`src/rtl/jcl_pkg.sv`:
```
package jcl_pkg;

  // Function codes of the flag and status group (grp = 0)
  typedef enum logic [3:0] {
    FN_JUMP   = 4'd0,
    FN_NOLINK = 4'd1,
    FN_OVF    = 4'd2,
    FN_NOOVF  = 4'd3,
    FN_LT     = 4'd4,
    FN_EQ     = 4'd5,
    FN_GT     = 4'd6,
    FN_GE     = 4'd7,
    FN_NE     = 4'd8,
    FN_LE     = 4'd9
  } flag_fn_e;

  // Function codes of the register test group (grp = 1)
  typedef enum logic [3:0] {
    RT_NEG  = 4'd0,
    RT_ZERO = 4'd1,
    RT_POS  = 4'd2,
    RT_NNEG = 4'd3,
    RT_NZER = 4'd4,
    RT_NPOS = 4'd5
  } reg_fn_e;

  // Comparison status encoding
  localparam logic [1:0] CMP_EQ = 2'b00;
  localparam logic [1:0] CMP_LT = 2'b01;
  localparam logic [1:0] CMP_GT = 2'b10;

  typedef struct packed {
    logic neg;
    logic zero;
    logic pos;
  } sgn_cls_t;

  typedef struct packed {
    logic take;
    logic link;
    logic oclr;
  } jdec_t;

endpackage

```
`src/rtl/jcl_regsel.sv`:
```
module jcl_regsel
  import jcl_pkg::*;
#(
  parameter int BYTE_W     = 6,
  parameter int WORD_BYTES = 5,
  parameter int IDX_BYTES  = 2,
  parameter int N_IDX      = 6,
  localparam int WMAG      = BYTE_W * WORD_BYTES,
  localparam int IMAG      = BYTE_W * IDX_BYTES,
  localparam int NSRC      = N_IDX + 2,
  localparam int SELW      = $clog2(NSRC)
) (
  input  logic                       clk_i,
  input  logic                       rst_ni,
  input  logic [WMAG:0]              acc_i,
  input  logic [WMAG:0]              ext_i,
  input  logic [N_IDX-1:0][IMAG:0]   idx_i,
  input  logic [SELW-1:0]            sel_i,
  output sgn_cls_t                   cls_o
);

  logic [NSRC-1:0][WMAG-1:0] src_mag;
  logic [NSRC-1:0]           src_sgn;
  logic [WMAG-1:0]           pick_mag;
  logic                      pick_sgn;
  logic                      mag_zero;

  // Word-wide sources
  assign src_mag[0] = acc_i[WMAG-1:0];
  assign src_sgn[0] = acc_i[WMAG];
  assign src_mag[1] = ext_i[WMAG-1:0];
  assign src_sgn[1] = ext_i[WMAG];

  // Index registers widened to word magnitude
  for (genvar k = 0; k < N_IDX; k++) begin : g_idx
    assign src_mag[k+2] = {{(WMAG-IMAG){1'b0}}, idx_i[k][IMAG-1:0]};
    assign src_sgn[k+2] = idx_i[k][IMAG];
  end

  always_comb begin
    pick_mag = '0;
    pick_sgn = 1'b0;
    for (int s = 0; s < NSRC; s++) begin
      if (int'(sel_i) == s) begin
        pick_mag = src_mag[s];
        pick_sgn = src_sgn[s];
      end
    end
  end

  assign mag_zero = (pick_mag == '0);

  always_comb begin
    cls_o.zero = mag_zero;
    cls_o.neg  = pick_sgn  && !mag_zero;
    cls_o.pos  = !pick_sgn && !mag_zero;
  end

  // Exactly one sign class at all times
  p_cls_onehot_r6: assert property (@(posedge clk_i) disable iff (!rst_ni)
    $countones({cls_o.neg, cls_o.zero, cls_o.pos}) == 1);

  // Minus zero in the accumulator is zero, never negative
  p_minus_zero_r7: assert property (@(posedge clk_i) disable iff (!rst_ni)
    (sel_i == '0 && acc_i[WMAG-1:0] == '0) |-> (cls_o.zero && !cls_o.neg && !cls_o.pos));

endmodule

```
`src/rtl/jcl_decide.sv`:
```
module jcl_decide
  import jcl_pkg::*;
(
  input  logic       clk_i,
  input  logic       rst_ni,
  input  logic       vld_i,
  input  logic       grp_i,
  input  logic [3:0] fn_i,
  input  logic       ovf_i,
  input  logic [1:0] cmp_i,
  input  sgn_cls_t   cls_i,
  output jdec_t      dec_o
);

  logic is_lt, is_eq, is_gt;
  logic flag_take, flag_oclr, reg_take;
  logic no_link;

  assign is_lt = (cmp_i == CMP_LT);
  assign is_eq = (cmp_i == CMP_EQ);
  assign is_gt = (cmp_i == CMP_GT);

  // Flag and status group
  always_comb begin
    flag_take = 1'b0;
    flag_oclr = 1'b0;
    case (fn_i)
      FN_JUMP:   flag_take = 1'b1;
      FN_NOLINK: flag_take = 1'b1;
      FN_OVF: begin
        flag_take = ovf_i;
        flag_oclr = ovf_i;
      end
      FN_NOOVF: begin
        flag_take = !ovf_i;
        flag_oclr = ovf_i;
      end
      FN_LT:   flag_take = is_lt;
      FN_EQ:   flag_take = is_eq;
      FN_GT:   flag_take = is_gt;
      FN_GE:   flag_take = is_gt || is_eq;
      FN_NE:   flag_take = is_lt || is_gt;
      FN_LE:   flag_take = is_lt || is_eq;
      default: flag_take = 1'b0;
    endcase
  end

  // Register sign test group
  always_comb begin
    case (fn_i)
      RT_NEG:  reg_take = cls_i.neg;
      RT_ZERO: reg_take = cls_i.zero;
      RT_POS:  reg_take = cls_i.pos;
      RT_NNEG: reg_take = !cls_i.neg;
      RT_NZER: reg_take = !cls_i.zero;
      RT_NPOS: reg_take = !cls_i.pos;
      default: reg_take = 1'b0;
    endcase
  end

  assign no_link = !grp_i && (fn_i == FN_NOLINK);

  always_comb begin
    dec_o.take = vld_i && (grp_i ? reg_take : flag_take);
    dec_o.oclr = vld_i && !grp_i && flag_oclr;
    dec_o.link = dec_o.take && !no_link;
  end

  p_nolink_quiet_r2: assert property (@(posedge clk_i) disable iff (!rst_ni)
    (vld_i && !grp_i && fn_i == 4'd1) |-> !dec_o.link);

  p_clr_needs_ovf_r3: assert property (@(posedge clk_i) disable iff (!rst_ni)
    dec_o.oclr |-> (ovf_i && !grp_i && (fn_i == 4'd2 || fn_i == 4'd3)));

  p_cmp_keeps_ovf_r5: assert property (@(posedge clk_i) disable iff (!rst_ni)
    (vld_i && !grp_i && fn_i >= 4'd4) |-> !dec_o.oclr);

  p_link_needs_take_r8: assert property (@(posedge clk_i) disable iff (!rst_ni)
    dec_o.link |-> dec_o.take);

endmodule

```
`src/rtl/jcl_outreg.sv`:
```
module jcl_outreg
  import jcl_pkg::*;
#(
  parameter int ADDR_W = 12
) (
  input  logic              clk_i,
  input  logic              rst_ni,
  input  logic              vld_i,
  input  jdec_t             dec_i,
  input  logic [ADDR_W-1:0] ea_i,
  input  logic [ADDR_W-1:0] next_pc_i,
  output logic              rsp_vld_o,
  output logic              taken_o,
  output logic [ADDR_W-1:0] target_o,
  output logic              link_we_o,
  output logic [ADDR_W-1:0] link_val_o,
  output logic              ovf_clr_o
);

  jdec_t             dec_q, dec_d;
  logic              vld_q, vld_d;
  logic [ADDR_W-1:0] tgt_q, lnk_q;

  always_comb begin
    vld_d = vld_i;
    dec_d = vld_i ? dec_i : '0;
  end

  always_ff @(posedge clk_i or negedge rst_ni) begin
    if (!rst_ni) begin
      vld_q <= 1'b0;
      dec_q <= '0;
    end else begin
      vld_q <= vld_d;
      dec_q <= dec_d;
    end
  end

  // Addresses load only with a request
  always_ff @(posedge clk_i or negedge rst_ni) begin
    if (!rst_ni) begin
      tgt_q <= '0;
      lnk_q <= '0;
    end else if (vld_i) begin
      tgt_q <= ea_i;
      lnk_q <= next_pc_i;
    end
  end

  assign rsp_vld_o  = vld_q;
  assign taken_o    = dec_q.take;
  assign link_we_o  = dec_q.link;
  assign ovf_clr_o  = dec_q.oclr;
  assign target_o   = tgt_q;
  assign link_val_o = lnk_q;

  p_target_capture_r1: assert property (@(posedge clk_i) disable iff (!rst_ni)
    vld_i |=> (target_o == $past(ea_i) && link_val_o == $past(next_pc_i)));

  p_answer_r10: assert property (@(posedge clk_i) disable iff (!rst_ni)
    vld_i |=> rsp_vld_o);

  p_idle_quiet_r10: assert property (@(posedge clk_i) disable iff (!rst_ni)
    !vld_i |=> (!rsp_vld_o && !taken_o && !link_we_o && !ovf_clr_o));

endmodule

```
`src/rtl/jmp_cond_link.sv`:
```
module jmp_cond_link
  import jcl_pkg::*;
#(
  parameter int BYTE_W     = 6,
  parameter int WORD_BYTES = 5,
  parameter int IDX_BYTES  = 2,
  parameter int ADDR_BYTES = 2,
  parameter int N_IDX      = 6,
  localparam int WMAG      = BYTE_W * WORD_BYTES,
  localparam int IMAG      = BYTE_W * IDX_BYTES,
  localparam int ADDR_W    = BYTE_W * ADDR_BYTES,
  localparam int SELW      = $clog2(N_IDX + 2)
) (
  input  logic                     clk_i,
  input  logic                     rst_ni,
  input  logic                     req_vld_i,
  input  logic                     grp_i,
  input  logic [3:0]               fn_i,
  input  logic [SELW-1:0]          reg_sel_i,
  input  logic                     ovf_i,
  input  logic [1:0]               cmp_i,
  input  logic [WMAG:0]            acc_i,
  input  logic [WMAG:0]            ext_i,
  input  logic [N_IDX-1:0][IMAG:0] idx_i,
  input  logic [ADDR_W-1:0]        ea_i,
  input  logic [ADDR_W-1:0]        next_pc_i,
  output logic                     rsp_vld_o,
  output logic                     taken_o,
  output logic [ADDR_W-1:0]        target_o,
  output logic                     link_we_o,
  output logic [ADDR_W-1:0]        link_val_o,
  output logic                     ovf_clr_o
);

  logic [1:0] rst_sync_q;
  logic       rst_n_int;
  sgn_cls_t   cls;
  jdec_t      dec;

  // Reset asserts at once, releases on the clock
  always_ff @(posedge clk_i or negedge rst_ni) begin
    if (!rst_ni) rst_sync_q <= 2'b00;
    else         rst_sync_q <= {rst_sync_q[0], 1'b1};
  end
  assign rst_n_int = rst_sync_q[1];

  jcl_regsel #(
    .BYTE_W(BYTE_W), .WORD_BYTES(WORD_BYTES),
    .IDX_BYTES(IDX_BYTES), .N_IDX(N_IDX)
  ) u_regsel (
    .clk_i (clk_i),
    .rst_ni(rst_n_int),
    .acc_i (acc_i),
    .ext_i (ext_i),
    .idx_i (idx_i),
    .sel_i (reg_sel_i),
    .cls_o (cls)
  );

  jcl_decide u_decide (
    .clk_i (clk_i),
    .rst_ni(rst_n_int),
    .vld_i (req_vld_i),
    .grp_i (grp_i),
    .fn_i  (fn_i),
    .ovf_i (ovf_i),
    .cmp_i (cmp_i),
    .cls_i (cls),
    .dec_o (dec)
  );

  jcl_outreg #(.ADDR_W(ADDR_W)) u_outreg (
    .clk_i     (clk_i),
    .rst_ni    (rst_n_int),
    .vld_i     (req_vld_i),
    .dec_i     (dec),
    .ea_i      (ea_i),
    .next_pc_i (next_pc_i),
    .rsp_vld_o (rsp_vld_o),
    .taken_o   (taken_o),
    .target_o  (target_o),
    .link_we_o (link_we_o),
    .link_val_o(link_val_o),
    .ovf_clr_o (ovf_clr_o)
  );

endmodule

```
`config.mk`:
```
export PLATFORM = sky130hd
export DESIGN_NAME = jmp_cond_link
export DESIGN_NICKNAME = d
export VERILOG_FILES = /design/src/rtl/jcl_pkg.sv /design/src/rtl/jcl_regsel.sv /design/src/rtl/jcl_decide.sv /design/src/rtl/jcl_outreg.sv /design/src/rtl/jmp_cond_link.sv
export SDC_FILE = /design/constraint.sdc
export NUM_CORES = 1
export LEC_CHECK = 0
export BUFFER_PORTS_ARGS = -buffer_cell sky130_fd_sc_hd__buf_2
export CAP_MARGIN = 20
export CORE_AREA = 2 2 79 81
export DETAILED_ROUTE_END_ITERATION = 7
export DIE_AREA = 0 0 81 83
export PLACE_DENSITY = 0.76
export SLEW_MARGIN = 20
export SYNTH_ARGS = -nofsm -noshare
export SYNTH_HDL_FRONTEND = slang
export SYNTH_SLANG_ARGS = --single-unit
```
`constraint.sdc`:
```
create_clock -name clk_i -period 2.6 [get_ports clk_i]
set_input_delay 0.13 -clock clk_i [delete_from_list [all_inputs] [get_ports clk_i]]
set_output_delay 0.13 -clock clk_i [all_outputs]
set_load 0.02 [all_outputs]
```
Word level (Yosys, flattened, before mapping)
Index checks and enable logic that the tools add are counted.
Widths: inputs -> output; s select.
{"block": "word_totals", "ff_bits": 30, "in_bits": 178, "output_inout_bits": 28, "wordCells": 69}
{"block": "op_classes", "eq_ne": 18, "muxes": 21, "n_reduce_logical": 23}
{"cell": "$mux 30", "count": 8}
{"cell": "$logic_not 30->1", "count": 1}
{"cell": "$eq 4x3->1 const B", "count": 4}
{"cell": "$eq 3x3->1 const B", "count": 4}
{"cell": "$mux 1", "count": 10}
{"cell": "$pmux 1 s9", "count": 1}
{"cell": "$eq 4x2->1 const B", "count": 2}
{"cell": "$eq 4x4->1 const B", "count": 2}
{"cell": "$logic_and 1x1->1", "count": 7}
{"cell": "$logic_not 1->1", "count": 7}
{"cell": "$eq 3x2->1 const B", "count": 2}
{"cell": "$pmux 1 s6", "count": 1}
{"cell": "$eq 4x1->1 const B", "count": 1}
{"cell": "$logic_not 4->1", "count": 1}
{"cell": "$reduce_or 2->1", "count": 2}
{"cell": "$eq 3x1->1 const B", "count": 1}
{"cell": "$logic_not 3->1", "count": 1}
{"cell": "$logic_or 1x1->1", "count": 3}
{"cell": "$mux 3", "count": 1}
{"cell": "$eq 2x1->1 const B", "count": 1}
{"cell": "$eq 2x2->1 const B", "count": 1}
{"cell": "$logic_not 2->1", "count": 1}

Logic depth before layout (Yosys ltp)
{"block": "depth", "depth_word": 18, "mapped_depth": 9, "mapped_depth_nobuf": 7}

By module
Synthesis repeated with hierarchy kept, for this count alone.
{"block": "unflattened", "cells_unflattened": 185, "hier_area_um2": 2037.0}
{"module": "jcl_outreg", "instances": 1, "cells_each": 58, "area_per_inst_um2": 1096.1, "seq_area_each_um2": 700.7}
{"module": "jcl_regsel", "instances": 1, "cells_each": 94, "area_per_inst_um2": 656.9, "seq_area_each_um2": 0.0}
{"module": "jcl_decide", "instances": 1, "cells_each": 30, "area_per_inst_um2": 230.2, "seq_area_each_um2": 0.0}
{"module": "jmp_cond_link", "instances": 1, "cells_each": 3, "area_per_inst_um2": 53.8, "seq_area_each_um2": 50.0}

Worst setup path after synthesis
Ideal clock, no wire load.
{"block": "synth_path", "path_kind": "input -> register", "startpoint": "in reg_sel_i[1]", "endpoint": "reg u_outreg.dec_q (netlist bit u_outreg.link_we_o)", "setup_time_ns": 0.110, "t_arrival_ns": 1.800, "path_slack_ns": 0.690, "stages": 8, "n_path_buf": 1, "cell_sequence": "buf_6 > nor4_2 > a221oi_1 > a2111oi_2 > nand2_1 > o31a_1 > o311a_1 > o41ai_1"}
{"item": "start: declaration", "line": "jmp_cond_link.sv:19", "source": "input logic [SELW-1:0] reg_sel_i,"}
{"item": "end signal: assignment", "line": "jcl_outreg.sv:32", "source": "dec_q <= '0;"}
{"item": "end signal: assignment", "line": "jcl_outreg.sv:35", "source": "dec_q <= dec_d;"}
{"item": "end: declaration", "line": "jcl_outreg.sv:20", "source": "jdec_t dec_q, dec_d;"}

==> run_results.csv <==
group,metric,value,unit
status,outcome,"finished clean",
synthesis,avgSynthCellArea,10.1,µm²
synthesis,synth_nets,363,
synthesis,synth_area,0.00188,mm²
hold_path,worstHoldStart,"grp_i",
cts,path_clk_slew,60,ps
synthesis,synth_ff_type,"dfrtp_1",
power,power_density,422,mW/mm²
detailed_routing,routed_via_density,5.03,
place,gp_routability_congestion,0.871,
place,place_hpwl,6.17,mm
sta,setup_ws,596,ps
sta,slew_headroom,61.6,%
sta,fmaxAchievable,499,MHz
die,num_rows,28,
sta,worst_slew_pin_slew,576,ps
cts,cts_tree,"built",
detailed_routing,drt_iter0_drc,46,
place,placed_cells,457,
grt,grt_pass1_vias,2328,
finish,layout_commonest_cell,"buf_2",
synthesis,ys_ff_latch,30,
cts,post-cts-setup-buffers,0,
grt,globalRouteOverflowTotal,0,
grt,grt_pass1_wl,10.7,mm
grt,antenna_found_initial,1,
power,vdd_drop_max,0.000271,V
place,port_buffers,205,
die,core,0.00582,mm²
setup_path,crit_required,2750,ps
finish,post-route-util,52.7,%
sta,finClkSkew,4.81,ps
grt,grt.met3_usage,6.09,%
cts,clk_path_buf_depth,2,
die,dieWidth,81,µm
finish,nets,568,
die,die_area,0.00672,mm²
sta,rsz0062_at_grt,"false",
setup_path,rrSetupSlack,1840,ps
grt,grtUsageTotal,20.6,%
cts,clock_latency,270,ps
job,cap_viol_max_count,0,
detailed_routing,drc,0,
cts,holdBufCountCts,1,
grt,grt_max_degree,29,
sta,min_period,2000,ps
cts,cts_buffers,5,
setup_path,arrival,2150,ps
setup_path,end_kind,"flop",
finish,finalNonFillerCells,468,
detailed_routing,vias,2355,
finish,areaGrowthSynthToFinish,63.3,%
setup_path,critPathKind,"in -> reg",
hold_path,hold_path.class,"in -> reg",
setup_path,reg2reg_from,"u_outreg.target_o[11]$_DFFE_PN0P_",
detailed_routing,wire_per_inst,15.1,µm
synthesis,synth_top_area_share,40.0,%
sta,period_share,77.1,%
synthesis,synthTopCellsByArea,"dfrtp_1 40%, mux2_2 14%, nor4_1 8.7%",
setup_path,critPathLaunchType,"input pin",
detailed_routing,routed_wl,7.05,mm
detailed_routing,postRouteAntennaNets,0,
hold_path,hold_depth,2,
die,die_height,83,µm
finish,fillers,566,
detailed_routing,firstDrtPassIters,4,
synthesis,ys_seq_area_share,40.0,%
die,start_util,32.3,%
setup_path,path_max_fanout,20,
sta,slew_viol_final,0,
sta,hold_viol,0,
cts,cts_resized,0,
die,num_io_pins,206,
power,leakagePower,1.53,nW
cts,cts.sinks,30,
synthesis,ys_types,55,
finish,final_cell_mix,"205 x buf_2, 29 x dfrtp_1, 26 x nor4_1, 24 x mux2_2, 11 x nor2_1",
grt,use_met2,33.7,%
setup_path,r2r_end,"u_outreg.target_o[11]$_DFFE_PN0P_",
place,pre_cts_ws,323,ps
finish,layout-drive-gt1-share,63.2,%
setup_path,r2r_cells,1,
sta,finalSetupTns,0,ps
grt,grt_busiest_layer,"met2",
synthesis,synth_top_area_cell,"dfrtp_1",
cts,cts_htree_levels,2,
sta,setup_viol,0,
synthesis,ys_warn_count,0,
synthesis,synth_enable_flop_cells,0,
hold_path,whs_endpoint,"u_outreg.ovf_clr_o$_DFF_PN0_",
synthesis,synthArstFlopShare,100,%
synthesis,syn_inst,185,
grt,grt_util_met1,25.8,%
cts,cts_root_buf,"clkbuf_8",
state kept, by name, indices dropped and copies added (netlist names):
signal               flops
rst_sync_q               2
u_outreg.link_we_o       1
u_outreg.rsp_vld_o       1
u_outreg.target_o       12
u_outreg.taken_o         1
u_outreg.ovf_clr_o       1
u_outreg.link_val_o     12
synth_stat cells (2+ instances only):
master,n
dfrtp_1,30
nor4_1,26
mux2_2,24
nor2_1,11
nand3_1,7
a21oi_1,6
nand2_1,6
clkbuf_1,5
nor3_1,5
o21ai_0,4
a31oi_1,3
nor2b_1,3
nor3b_1,3
o21a_1,3
a211oi_1,2
a311oi_1,2
buf_2,2
buf_6,2
inv_1,2
nor4_2,2
o211ai_1,2
o41ai_1,2
how the worst max path moves through the flow:
| stage | cells after the start | to | slack, ps | start |
|---|---|---|---|---|
| finish | 8 | u_outreg.taken_o$_DFF_PN0_ | 600 | reg_sel_i[0] |
| global route | 8 | u_outreg.taken_o$_DFF_PN0_ | 380 | reg_sel_i[0] |
| CTS | 8 | u_outreg.taken_o$_DFF_PN0_ | 590 | reg_sel_i[0] |
| detailed placement | 8 | u_outreg.taken_o$_DFF_PN0_ | 320 | reg_sel_i[0] |
| global placement | 8 | u_outreg.link_we_o$_DFF_PN0_ | 400 | reg_sel_i[0] |
| floorplan | 8 | u_outreg.link_we_o$_DFF_PN0_ | 690 | reg_sel_i[1] |
layout make-up:
cell class | count | area (µm²) | share of cell area (%)
Sequential cell | 30 | 752 | 24.6
Tap cell | 75 | 93.8 | 3.06
Antenna cell | 2 | 5.00 | 0.163
Clock inverter | 2 | 12.5 | 0.408
Clock buffer | 6 | 82.6 | 2.70
Timing Repair Buffer | 208 | 1050 | 34.3
Multi-Input combinational cell | 142 | 1050 | 34.4
Inverter | 3 | 11.3 | 0.368
critical path, cell delays in order:
cell and delay [ps]:
buf_2 230, nor4_2 300, a221oi_1 90, a2111oi_2 400
nand2_1 90, o31a_1 260, o311a_1 370, o41ai_1 270
cell families (layout without fill, tap and decap cells):
group	after synthesis	count (layout)	synth area share (%)
muxes	26	26	16.3
buffers and inverters	13	219	3.74
AOI/OAI and AO/OA	43	43	17.3
and+or+nand+nor	71	71	21.9
other	1	3	0.200
DFF	30	30	40.0
xor gates and xnor gates	1	1	0.467
routing by layer:
metal	wire (µm)	share of wire [%]
met3	729	10
met2	3250	46
met5	7	0.099
met1	2970	42
met4	99	1.4
stage by stage:
step	hold WS [ps]	total power, mW	instance area [µm²]
6_report	66.9	1.29	3060
5_1_grt	59.0	1.38	3060
4_1_cts	55.6	1.31	3060
3_5_place_dp	-82.2	0.931	2950
3_3_place_gp	-84.9	0.921	2950
2_1_floorplan	-166	0.727	1880
power breakdown:
group / leakage [nW] / switching, mW / internal [mW] / total [mW]
clock network: 0.0472 / 0.159 / 0.212 / 0.371
logic: 1.12 / 0.188 / 0.199 / 0.387
registers: 0.355 / 0.0249 / 0.509 / 0.534
total: 1.53 / 0.372 / 0.920 / 1.29
No activity file was read; power rests on OpenSTA's default activity.
